**config.mk**
```make
export PLATFORM = sky130hd
export DESIGN_NAME = irrx_sample_ring
export DESIGN_NICKNAME = d
export VERILOG_FILES = /design/src/rtl/irrx_pkg.sv /design/src/rtl/irrx_tick_gen.sv /design/src/rtl/irrx_run_enc.sv /design/src/rtl/irrx_ring_map.sv /design/src/rtl/irrx_sample_ring.sv
export SDC_FILE = /design/constraint.sdc
export NUM_CORES = 1
export LEC_CHECK = 0
export ABC_AREA = 1
export CAP_MARGIN = 0
export CELL_PAD_IN_SITES_DETAIL_PLACEMENT = 1
export CELL_PAD_IN_SITES_GLOBAL_PLACEMENT = 2
export CORE_UTILIZATION = 40
export DETAILED_ROUTE_END_ITERATION = 8
export DONT_BUFFER_PORTS = 1
export PLACE_DENSITY_LB_ADDON = 0.1
export SLEW_MARGIN = 20
export SYNTH_ARGS = -nofsm -noshare
export SYNTH_HDL_FRONTEND = slang
export SYNTH_SLANG_ARGS = --single-unit
export TNS_END_PERCENT = 100
```
**constraint.sdc**
```tcl
create_clock -name clk_i -period 10.9 [get_ports clk_i]
set_clock_uncertainty 0.05 [all_clocks]
set_input_delay 2.18 -clock clk_i [delete_from_list [all_inputs] [get_ports clk_i]]
set_output_delay 2.18 -clock clk_i [all_outputs]
set_load 0.1 [all_outputs]
```
**src/rtl/irrx_pkg.sv**
```systemverilog
package irrx_pkg;
  localparam int unsigned MAIN_LEN   = 8;
  localparam int unsigned RUN_MAX    = 127;
  localparam int unsigned DEF_PERIOD = 50;
  localparam int unsigned MIN_PERIOD = 5;

  typedef struct packed {
    logic       space;
    logic [6:0] len;
  } smp_t;
endpackage

```
**src/rtl/irrx_tick_gen.sv**
```systemverilog
module irrx_tick_gen #(
  parameter int unsigned CLK_PER_US = 50
) (
  input  logic       clk_i,
  input  logic       rst_ni,
  input  logic       run_i,
  input  logic       clear_i,
  input  logic [6:0] period_i,
  output logic       tick_o
);
  localparam int unsigned PRE_W = $clog2(CLK_PER_US + 1);

  logic [PRE_W-1:0] pre_q;
  logic [6:0]       unit_q;
  logic             unit_tick;

  assign unit_tick = run_i && (pre_q == PRE_W'(CLK_PER_US - 1));
  assign tick_o    = unit_tick && (unit_q == period_i - 7'd1);

  always_ff @(posedge clk_i or negedge rst_ni) begin
    if (!rst_ni) begin
      pre_q  <= '0;
      unit_q <= '0;
    end else if (clear_i) begin
      pre_q  <= '0;
      unit_q <= '0;
    end else if (run_i) begin
      if (unit_tick) begin
        pre_q  <= '0;
        unit_q <= tick_o ? 7'd0 : unit_q + 7'd1;
      end else begin
        pre_q <= pre_q + PRE_W'(1);
      end
    end
  end
endmodule

```
**src/rtl/irrx_run_enc.sv**
```systemverilog
module irrx_run_enc
  import irrx_pkg::*;
(
  input  logic clk_i,
  input  logic rst_ni,
  input  logic clear_i,
  input  logic tick_i,
  input  logic ir_i,
  input  logic ovf_en_i,
  output logic smp_v_o,
  output smp_t smp_o
);
  logic       started_q;
  logic       lvl_q;
  logic [6:0] cnt_q;

  always_ff @(posedge clk_i or negedge rst_ni) begin
    if (!rst_ni) begin
      started_q <= 1'b0;
      lvl_q     <= 1'b0;
      cnt_q     <= '0;
      smp_v_o   <= 1'b0;
      smp_o     <= '0;
    end else begin
      smp_v_o <= 1'b0;
      if (clear_i) begin
        started_q <= 1'b0;
        lvl_q     <= 1'b0;
        cnt_q     <= '0;
      end else if (tick_i) begin
        if (!started_q) begin
          started_q <= 1'b1;
          lvl_q     <= ir_i;
          cnt_q     <= 7'd1;
        end else if (ir_i != lvl_q) begin
          smp_v_o   <= 1'b1;
          smp_o     <= '{space: ~lvl_q, len: cnt_q};
          lvl_q     <= ir_i;
          cnt_q     <= 7'd1;
        end else if (cnt_q == 7'(RUN_MAX)) begin
          if (ovf_en_i) begin
            smp_v_o <= 1'b1;
            smp_o   <= '{space: ~lvl_q, len: cnt_q};
            cnt_q   <= 7'd1;
          end
        end else begin
          cnt_q <= cnt_q + 7'd1;
        end
      end
    end
  end
endmodule

```
**src/rtl/irrx_ring_map.sv**
```systemverilog
module irrx_ring_map
  import irrx_pkg::*;
#(
  parameter int unsigned MAX1   = 32,
  parameter int unsigned MAX2   = 32,
  parameter int unsigned IDX_W  = 7,
  parameter int unsigned LEN_W  = 6,
  parameter int unsigned PHYS_W = 7
) (
  input  logic [IDX_W-1:0]  idx_i,
  input  logic              ext_i,
  input  logic [LEN_W-1:0]  len1_i,
  input  logic [LEN_W-1:0]  len2_i,
  output logic              valid_o,
  output logic [PHYS_W-1:0] phys_o
);
  localparam int unsigned SUM_W = (IDX_W > LEN_W ? IDX_W : LEN_W) + 2;
  localparam int unsigned R2_BASE = MAIN_LEN + MAX1;

  logic [SUM_W-1:0] idx_w, end1, end2;

  always_comb begin
    idx_w   = SUM_W'(idx_i);
    end1    = SUM_W'(MAIN_LEN) + SUM_W'(len1_i);
    end2    = end1 + SUM_W'(len2_i);
    valid_o = 1'b0;
    phys_o  = '0;
    if (idx_w < SUM_W'(MAIN_LEN)) begin
      valid_o = 1'b1;
      phys_o  = PHYS_W'(idx_w);
    end else if (ext_i && idx_w < end1) begin
      valid_o = 1'b1;
      phys_o  = PHYS_W'(idx_w);
    end else if (ext_i && idx_w < end2) begin
      valid_o = 1'b1;
      phys_o  = PHYS_W'(idx_w - end1 + SUM_W'(R2_BASE));
    end
  end
endmodule

```
**src/rtl/irrx_sample_ring.sv**
```systemverilog
module irrx_sample_ring
  import irrx_pkg::*;
#(
  parameter int unsigned CLK_PER_US = 50,
  parameter int unsigned MAX1       = 32,
  parameter int unsigned MAX2       = 32,
  parameter int unsigned LEN_W      = 6,
  parameter int unsigned MIN_RING   = 16,
  parameter int unsigned MAX_RING   = 64,
  localparam int unsigned IDX_W     = $clog2(MAX_RING + 1)
) (
  input  logic             clk_i,
  input  logic             rst_ni,
  input  logic             rx_en_i,
  input  logic             ir_i,
  input  logic [6:0]       period_i,
  input  logic             ovf_en_i,
  input  logic [LEN_W-1:0] len1_i,
  input  logic [LEN_W-1:0] len2_i,
  input  logic             irq_clr_i,
  input  logic [IDX_W-1:0] rd_idx_i,
  output logic [IDX_W-1:0] wptr_o,
  output logic             half_o,
  output logic             ext_mode_o,
  output logic             irq_o,
  output logic             rd_valid_o,
  output logic [7:0]       rd_data_o
);
  localparam int unsigned DEPTH  = MAIN_LEN + MAX1 + MAX2;
  localparam int unsigned PHYS_W = $clog2(DEPTH);
  localparam int unsigned TOT_W  = LEN_W + 2;

  logic             en_q, start, run;
  logic [6:0]       per_q;
  logic             ovf_q, ext_q;
  logic [LEN_W-1:0] len1_q, len2_q;
  logic [IDX_W-1:0] ring_len_q, wptr_q;
  logic [TOT_W-1:0] total;
  logic             ext_ok, per_ok;

  assign start = rx_en_i && !en_q;
  assign run   = rx_en_i && en_q;

  assign total  = TOT_W'(MAIN_LEN) + TOT_W'(len1_i) + TOT_W'(len2_i);
  assign ext_ok = (total >= TOT_W'(MIN_RING)) && (total <= TOT_W'(MAX_RING)) &&
                  (TOT_W'(len1_i) <= TOT_W'(MAX1)) && (TOT_W'(len2_i) <= TOT_W'(MAX2));
  assign per_ok = period_i >= 7'(MIN_PERIOD);

  // configuration capture on enable
  always_ff @(posedge clk_i or negedge rst_ni) begin
    if (!rst_ni) begin
      en_q       <= 1'b0;
      per_q      <= 7'(DEF_PERIOD);
      ovf_q      <= 1'b0;
      ext_q      <= 1'b0;
      len1_q     <= '0;
      len2_q     <= '0;
      ring_len_q <= IDX_W'(MAIN_LEN);
    end else begin
      en_q <= rx_en_i;
      if (start) begin
        per_q      <= per_ok ? period_i : 7'(DEF_PERIOD);
        ovf_q      <= ovf_en_i;
        ext_q      <= ext_ok;
        len1_q     <= ext_ok ? len1_i : '0;
        len2_q     <= ext_ok ? len2_i : '0;
        ring_len_q <= ext_ok ? IDX_W'(total) : IDX_W'(MAIN_LEN);
      end
    end
  end

  logic tick;
  irrx_tick_gen #(.CLK_PER_US(CLK_PER_US)) u_tick (
    .clk_i    (clk_i),
    .rst_ni   (rst_ni),
    .run_i    (run),
    .clear_i  (start),
    .period_i (per_q),
    .tick_o   (tick)
  );

  logic smp_v;
  smp_t smp;
  irrx_run_enc u_enc (
    .clk_i    (clk_i),
    .rst_ni   (rst_ni),
    .clear_i  (start),
    .tick_i   (tick),
    .ir_i     (ir_i),
    .ovf_en_i (ovf_q),
    .smp_v_o  (smp_v),
    .smp_o    (smp)
  );

  logic              wr_en;
  logic [7:0]        wr_data;
  logic              wr_valid;
  logic [PHYS_W-1:0] wr_phys;

  assign wr_en   = smp_v && run;
  assign wr_data = smp;

  irrx_ring_map #(
    .MAX1(MAX1), .MAX2(MAX2), .IDX_W(IDX_W), .LEN_W(LEN_W), .PHYS_W(PHYS_W)
  ) u_wmap (
    .idx_i   (wptr_q),
    .ext_i   (ext_q),
    .len1_i  (len1_q),
    .len2_i  (len2_q),
    .valid_o (wr_valid),
    .phys_o  (wr_phys)
  );

  logic [7:0] mem_q [DEPTH];

  always_ff @(posedge clk_i) begin
    if (wr_en && wr_valid) mem_q[wr_phys] <= wr_data;
  end

  always_ff @(posedge clk_i or negedge rst_ni) begin
    if (!rst_ni) begin
      wptr_q <= '0;
      irq_o  <= 1'b0;
    end else begin
      if (start)
        wptr_q <= '0;
      else if (wr_en)
        wptr_q <= (wptr_q == ring_len_q - IDX_W'(1)) ? '0 : wptr_q + IDX_W'(1);
      if (wr_en)
        irq_o <= 1'b1;
      else if (irq_clr_i)
        irq_o <= 1'b0;
    end
  end

  logic              rd_map_valid;
  logic [PHYS_W-1:0] rd_phys;

  irrx_ring_map #(
    .MAX1(MAX1), .MAX2(MAX2), .IDX_W(IDX_W), .LEN_W(LEN_W), .PHYS_W(PHYS_W)
  ) u_rmap (
    .idx_i   (rd_idx_i),
    .ext_i   (ext_q),
    .len1_i  (len1_q),
    .len2_i  (len2_q),
    .valid_o (rd_map_valid),
    .phys_o  (rd_phys)
  );

  assign rd_valid_o = rd_map_valid;
  assign rd_data_o  = rd_map_valid ? mem_q[rd_phys] : 8'h00;
  assign wptr_o     = wptr_q;
  assign ext_mode_o = ext_q;
  assign half_o     = !ext_q && wptr_q[2];
endmodule

```
==> results.txt <==
* Routed via count: 20300
- Effective utilization at floorplan: 40.5%
* Max-cap check violation count: 0
- At the later pin of the worst-skew pair, clock insertion delay measures 0.61 ns.
- Post-synth net total: 2752
- Shortest period the worst path allows: 9.25 ns
- Count of fill cells added during filler insertion: 7704
- Least-Margin Pin Slew: 1.17 ns
- After detailed routing, the number of vias per cell comes to 5.57.
- The count of endpoints failing hold in the final timing report came to 0.
- Max Slew Vio Count: 0
* CTS HTree Levels: 3
- Post_cts resized: 0
- For this run, the number of Yosys warnings is 0.
- Combined area of the multi-input logic cells: 8810 um2
- In the layout the commonest cells are sky130_fd_sc_hd__nand3_1, sky130_fd_sc_hd__edfxtp_1, sky130_fd_sc_hd__nand2_1.
* First-pass iteration count of the detailed router: 8
- Top cell type by total area after synthesis: sky130_fd_sc_hd__edfxtp_1
* Post-Route WL: 89.5 mm
- After clock tree synthesis, the clock-pin slew on the worst setup and hold paths is 0.05 ns.
- Arrival time reported for the critical path endpoint: 7.02 ns
- Global routing used 24.5% of the available tracks across all layers.
- In this run, synthesis produced a sequential element count of 644.
- In the post-synthesis netlist, the biggest area contributors are sky130_fd_sc_hd__edfxtp_1, sky130_fd_sc_hd__nand3_1, sky130_fd_sc_hd__nand2_1, sky130_fd_sc_hd__dfrtp_1, sky130_fd_sc_hd__ha_1.
* Sequential fraction of the synthesis area: 65.5%
- Syn avg cell area: 10.9 um2
- Top-level I/O count: 51
- In this run the worst path has a maximum fanout of 112.
- Setup violations remaining at the end of the flow were counted as 0.
* Die area: 73600 um2
- Clk root buf: sky130_fd_sc_hd__clkbuf_16
- The final layout contains 2726 nets.
- Buffers inserted during clock tree synthesis total 74.
- Placement row count: 98
* Highest clock rate: 108 MHz
* Cell variety after synth: 48
* DIE WIDTH: 271 um
* DRC violations left: 0
- The path class of the tightest hold or removal check is reg -> reg.
- Area fraction in compound gates after synthesis: 2.39%
- The detail route stage leaves a number of antenna-violating nets equal to 0.
- Counting flops with an async set or reset pin after synthesis yields a share of 10.6%.
- In this run the power density over the cells is 181 nW/um2.
* Sinks on the clock net: 644
- Weighted congestion reported at the end of routability-driven placement: 0.812
* Initial DRC count: 1440
- CTS Hold Buffers Added: 0
- Setup repair after global routing left no endpoint under its margin.
- Final HPWL from detailed placement: 54.1 mm
- In the final routed layout, each cell accounts on average for 24.6 um.
- For this run, the leading register cell type out of synthesis is sky130_fd_sc_hd__edfxtp_1.
* Global-route wire length before repair: 137 mm
* Clock tree from TritonCTS: built
* Number of flops mapped to enable cells by yosys: 576
- Of the total synthesized cell area, the portion taken by full adders, half adders and majority gates is 3.09%.
- The sequential cells in the finished layout cover a total of 19000 um2.
- By area, the combinational part of the netlist is dominated by simple AND/OR/NAND/NOR gates.
* Fraction of layout cells with a size suffix above 1: 6.89%
- Worst setup EP type: output port
- Max Buffers Root-to-Sink: 3
* Total power: 5.84 mW
* Initial antenna violation count: 0
- Worst IR drop on VDD: 0.117 mV
- Multiplexer cells account for 0% of the synthesized area.
- The critical path is of the in -> out type.
* Most common library cell in the layout ignoring fill and taps: sky130_fd_sc_hd__nand3_1
- Basic-gate share of the synthesized area counting and, or, nand and nor cells: 23.3%
* Post-CTS Setup Bufs: 0
* Setup TNS Final: 0 ns
* Type of origin of the critical path: input pin
- Share of the synthesized area in the top cell type: 59.6%
* Global route overflow: 0
- The worst path uses 84.8% of the clock period.
- The synthesized netlist occupies a cell area of 29000 um2.
* Layout Area Growth over Synthesis: 11.4%
- The floorplan step set the die height to 271 um.
* PortBufs: 0
- Number of cells produced by synthesis: 2652
- CP required: 8.67 ns
* Run status: complete, no violations
* Pin count of the biggest net entering global routing: 209
- Vias in the first global route: 21200
- The repair_antennas step left the layout with diodes totalling 0.
- Headroom to the max-slew limit came out at 22.1%.
- Core region area: 71600 um2
* Pleak: 11.9 nW
- The synthesized netlist devotes 1.39% of its cell area to XOR and XNOR gates.
==> Yosys cell counts (all sizes together), types with 34 or more instances <==
cell / instances
nand3: 797
xor2: 35
nand2: 529
ha: 62
o21ai: 56
dfrtp: 64
clkbuf: 37
buf: 109
inv: 128
nor2: 133
edfxtp: 576
a21oi: 34
==> per-stage QoR <==
step	cell area, um2	hold slack, ns	setup slack (ns)	utilization (%)	instances
floorplan	29000	0.398	2.79	-	2652
global placement	29900	0.426	1.88	41.7	3500
detailed placement	29900	0.429	1.70	41.7	3500
CTS	32300	0.442	1.66	45.1	3635
global route	32300	0.464	1.35	45.1	3635
finish	32300	0.436	1.65	45.1	3635
==> flip-flops by register name, summed over array words and instances, names as in the netlist <==
signal and count:
mem_q 576, u_enc.smp_o 8, per_q 7, ring_len_q 7
u_enc.cnt_q 7, u_tick.unit_q 7, wptr_o 7, len1_q 6
len2_q 6, u_tick.pre_q 6, en_q 1, ext_mode_o 1
irq_o 1, ovf_q 1, u_enc.lvl_q 1, u_enc.smp_v_o 1
u_enc.started_q 1
==> logic make-up (layout without fill, tap and decap cells) <==
group / count (synthesis) / count (layout)
AO/OA/AOI/OAI: 121 / 121
AND/OR/NAND/NOR: 1498 / 1498
XOR/XNOR: 46 / 46
flip-flops: 644 / 644
adder cells (fa/ha/maj): 68 / 68
buffers and inverters: 275 / 308
==> final timing paths <==
check / start / end / slack (ns) / cells after the start
hold / removal: u_enc.smp_o[3] / u_enc.smp_o[3] / 0.44 / 2
setup reg to reg: len1_q[0] / mem_q[28][6] / 5.61 / 18
hold reg to reg: u_enc.smp_o[3] / u_enc.smp_o[3] / 0.44 / 2
min in group asynchronous: rst_ni / u_enc.smp_o[2] / 1.21 / 0
max in group asynchronous: rst_ni / ring_len_q[3] / 9.36 / 0
setup / recovery: rd_idx_i[1] / rd_data_o[1] / 1.65 / 18
==> where the power goes <==
group | internal (mW) | switching (mW) | leakage [nW]
clock | 1.50 | 1.01 | 1.19
sequential | 2.67 | 0.0184 | 5.79
combinational | 0.170 | 0.471 | 4.94
==> critical path: stages <==
cell                      delay, ns
sky130_fd_sc_hd__ha_1          0.15
sky130_fd_sc_hd__inv_1         0.09
sky130_fd_sc_hd__fa_1          0.37
sky130_fd_sc_hd__o21ai_1       0.14
sky130_fd_sc_hd__nand2_1       0.07
sky130_fd_sc_hd__nand4_2       0.13
sky130_fd_sc_hd__nand2_2       0.13
sky130_fd_sc_hd__inv_2         0.21
sky130_fd_sc_hd__nand2_8       0.41
sky130_fd_sc_hd__o21ai_4       0.58
sky130_fd_sc_hd__buf_4         0.72
sky130_fd_sc_hd__nand3_1       0.27
sky130_fd_sc_hd__nand3_1       0.17
sky130_fd_sc_hd__nand3_1       0.26
sky130_fd_sc_hd__nand3_1       0.31
sky130_fd_sc_hd__nand2_1       0.12
sky130_fd_sc_hd__a21oi_2       0.15
sky130_fd_sc_hd__buf_4         0.31
==> routing by layer <==
metal  part of all wire, %  wire (um)  up-vias  track usage, %
met4                   2.9       2550        0            7.92
met5                     0          0        -               0
met1                    46      40700    10400            33.6
met3                   3.9       3460      113            3.40
met2                    48      42700      379            40.2
li1                      -          -     9367               -
==> final cells by class <==
class	count	share of cell area, %
flip-flops and latches	644	58.8
well taps	950	3.68
repair buffers	44	1.18
clock buffers	103	6.32
inverters	129	1.50
multi-input cells	1733	27.3
clock inverters	32	1.20
Power figures use the tool's default switching activity.
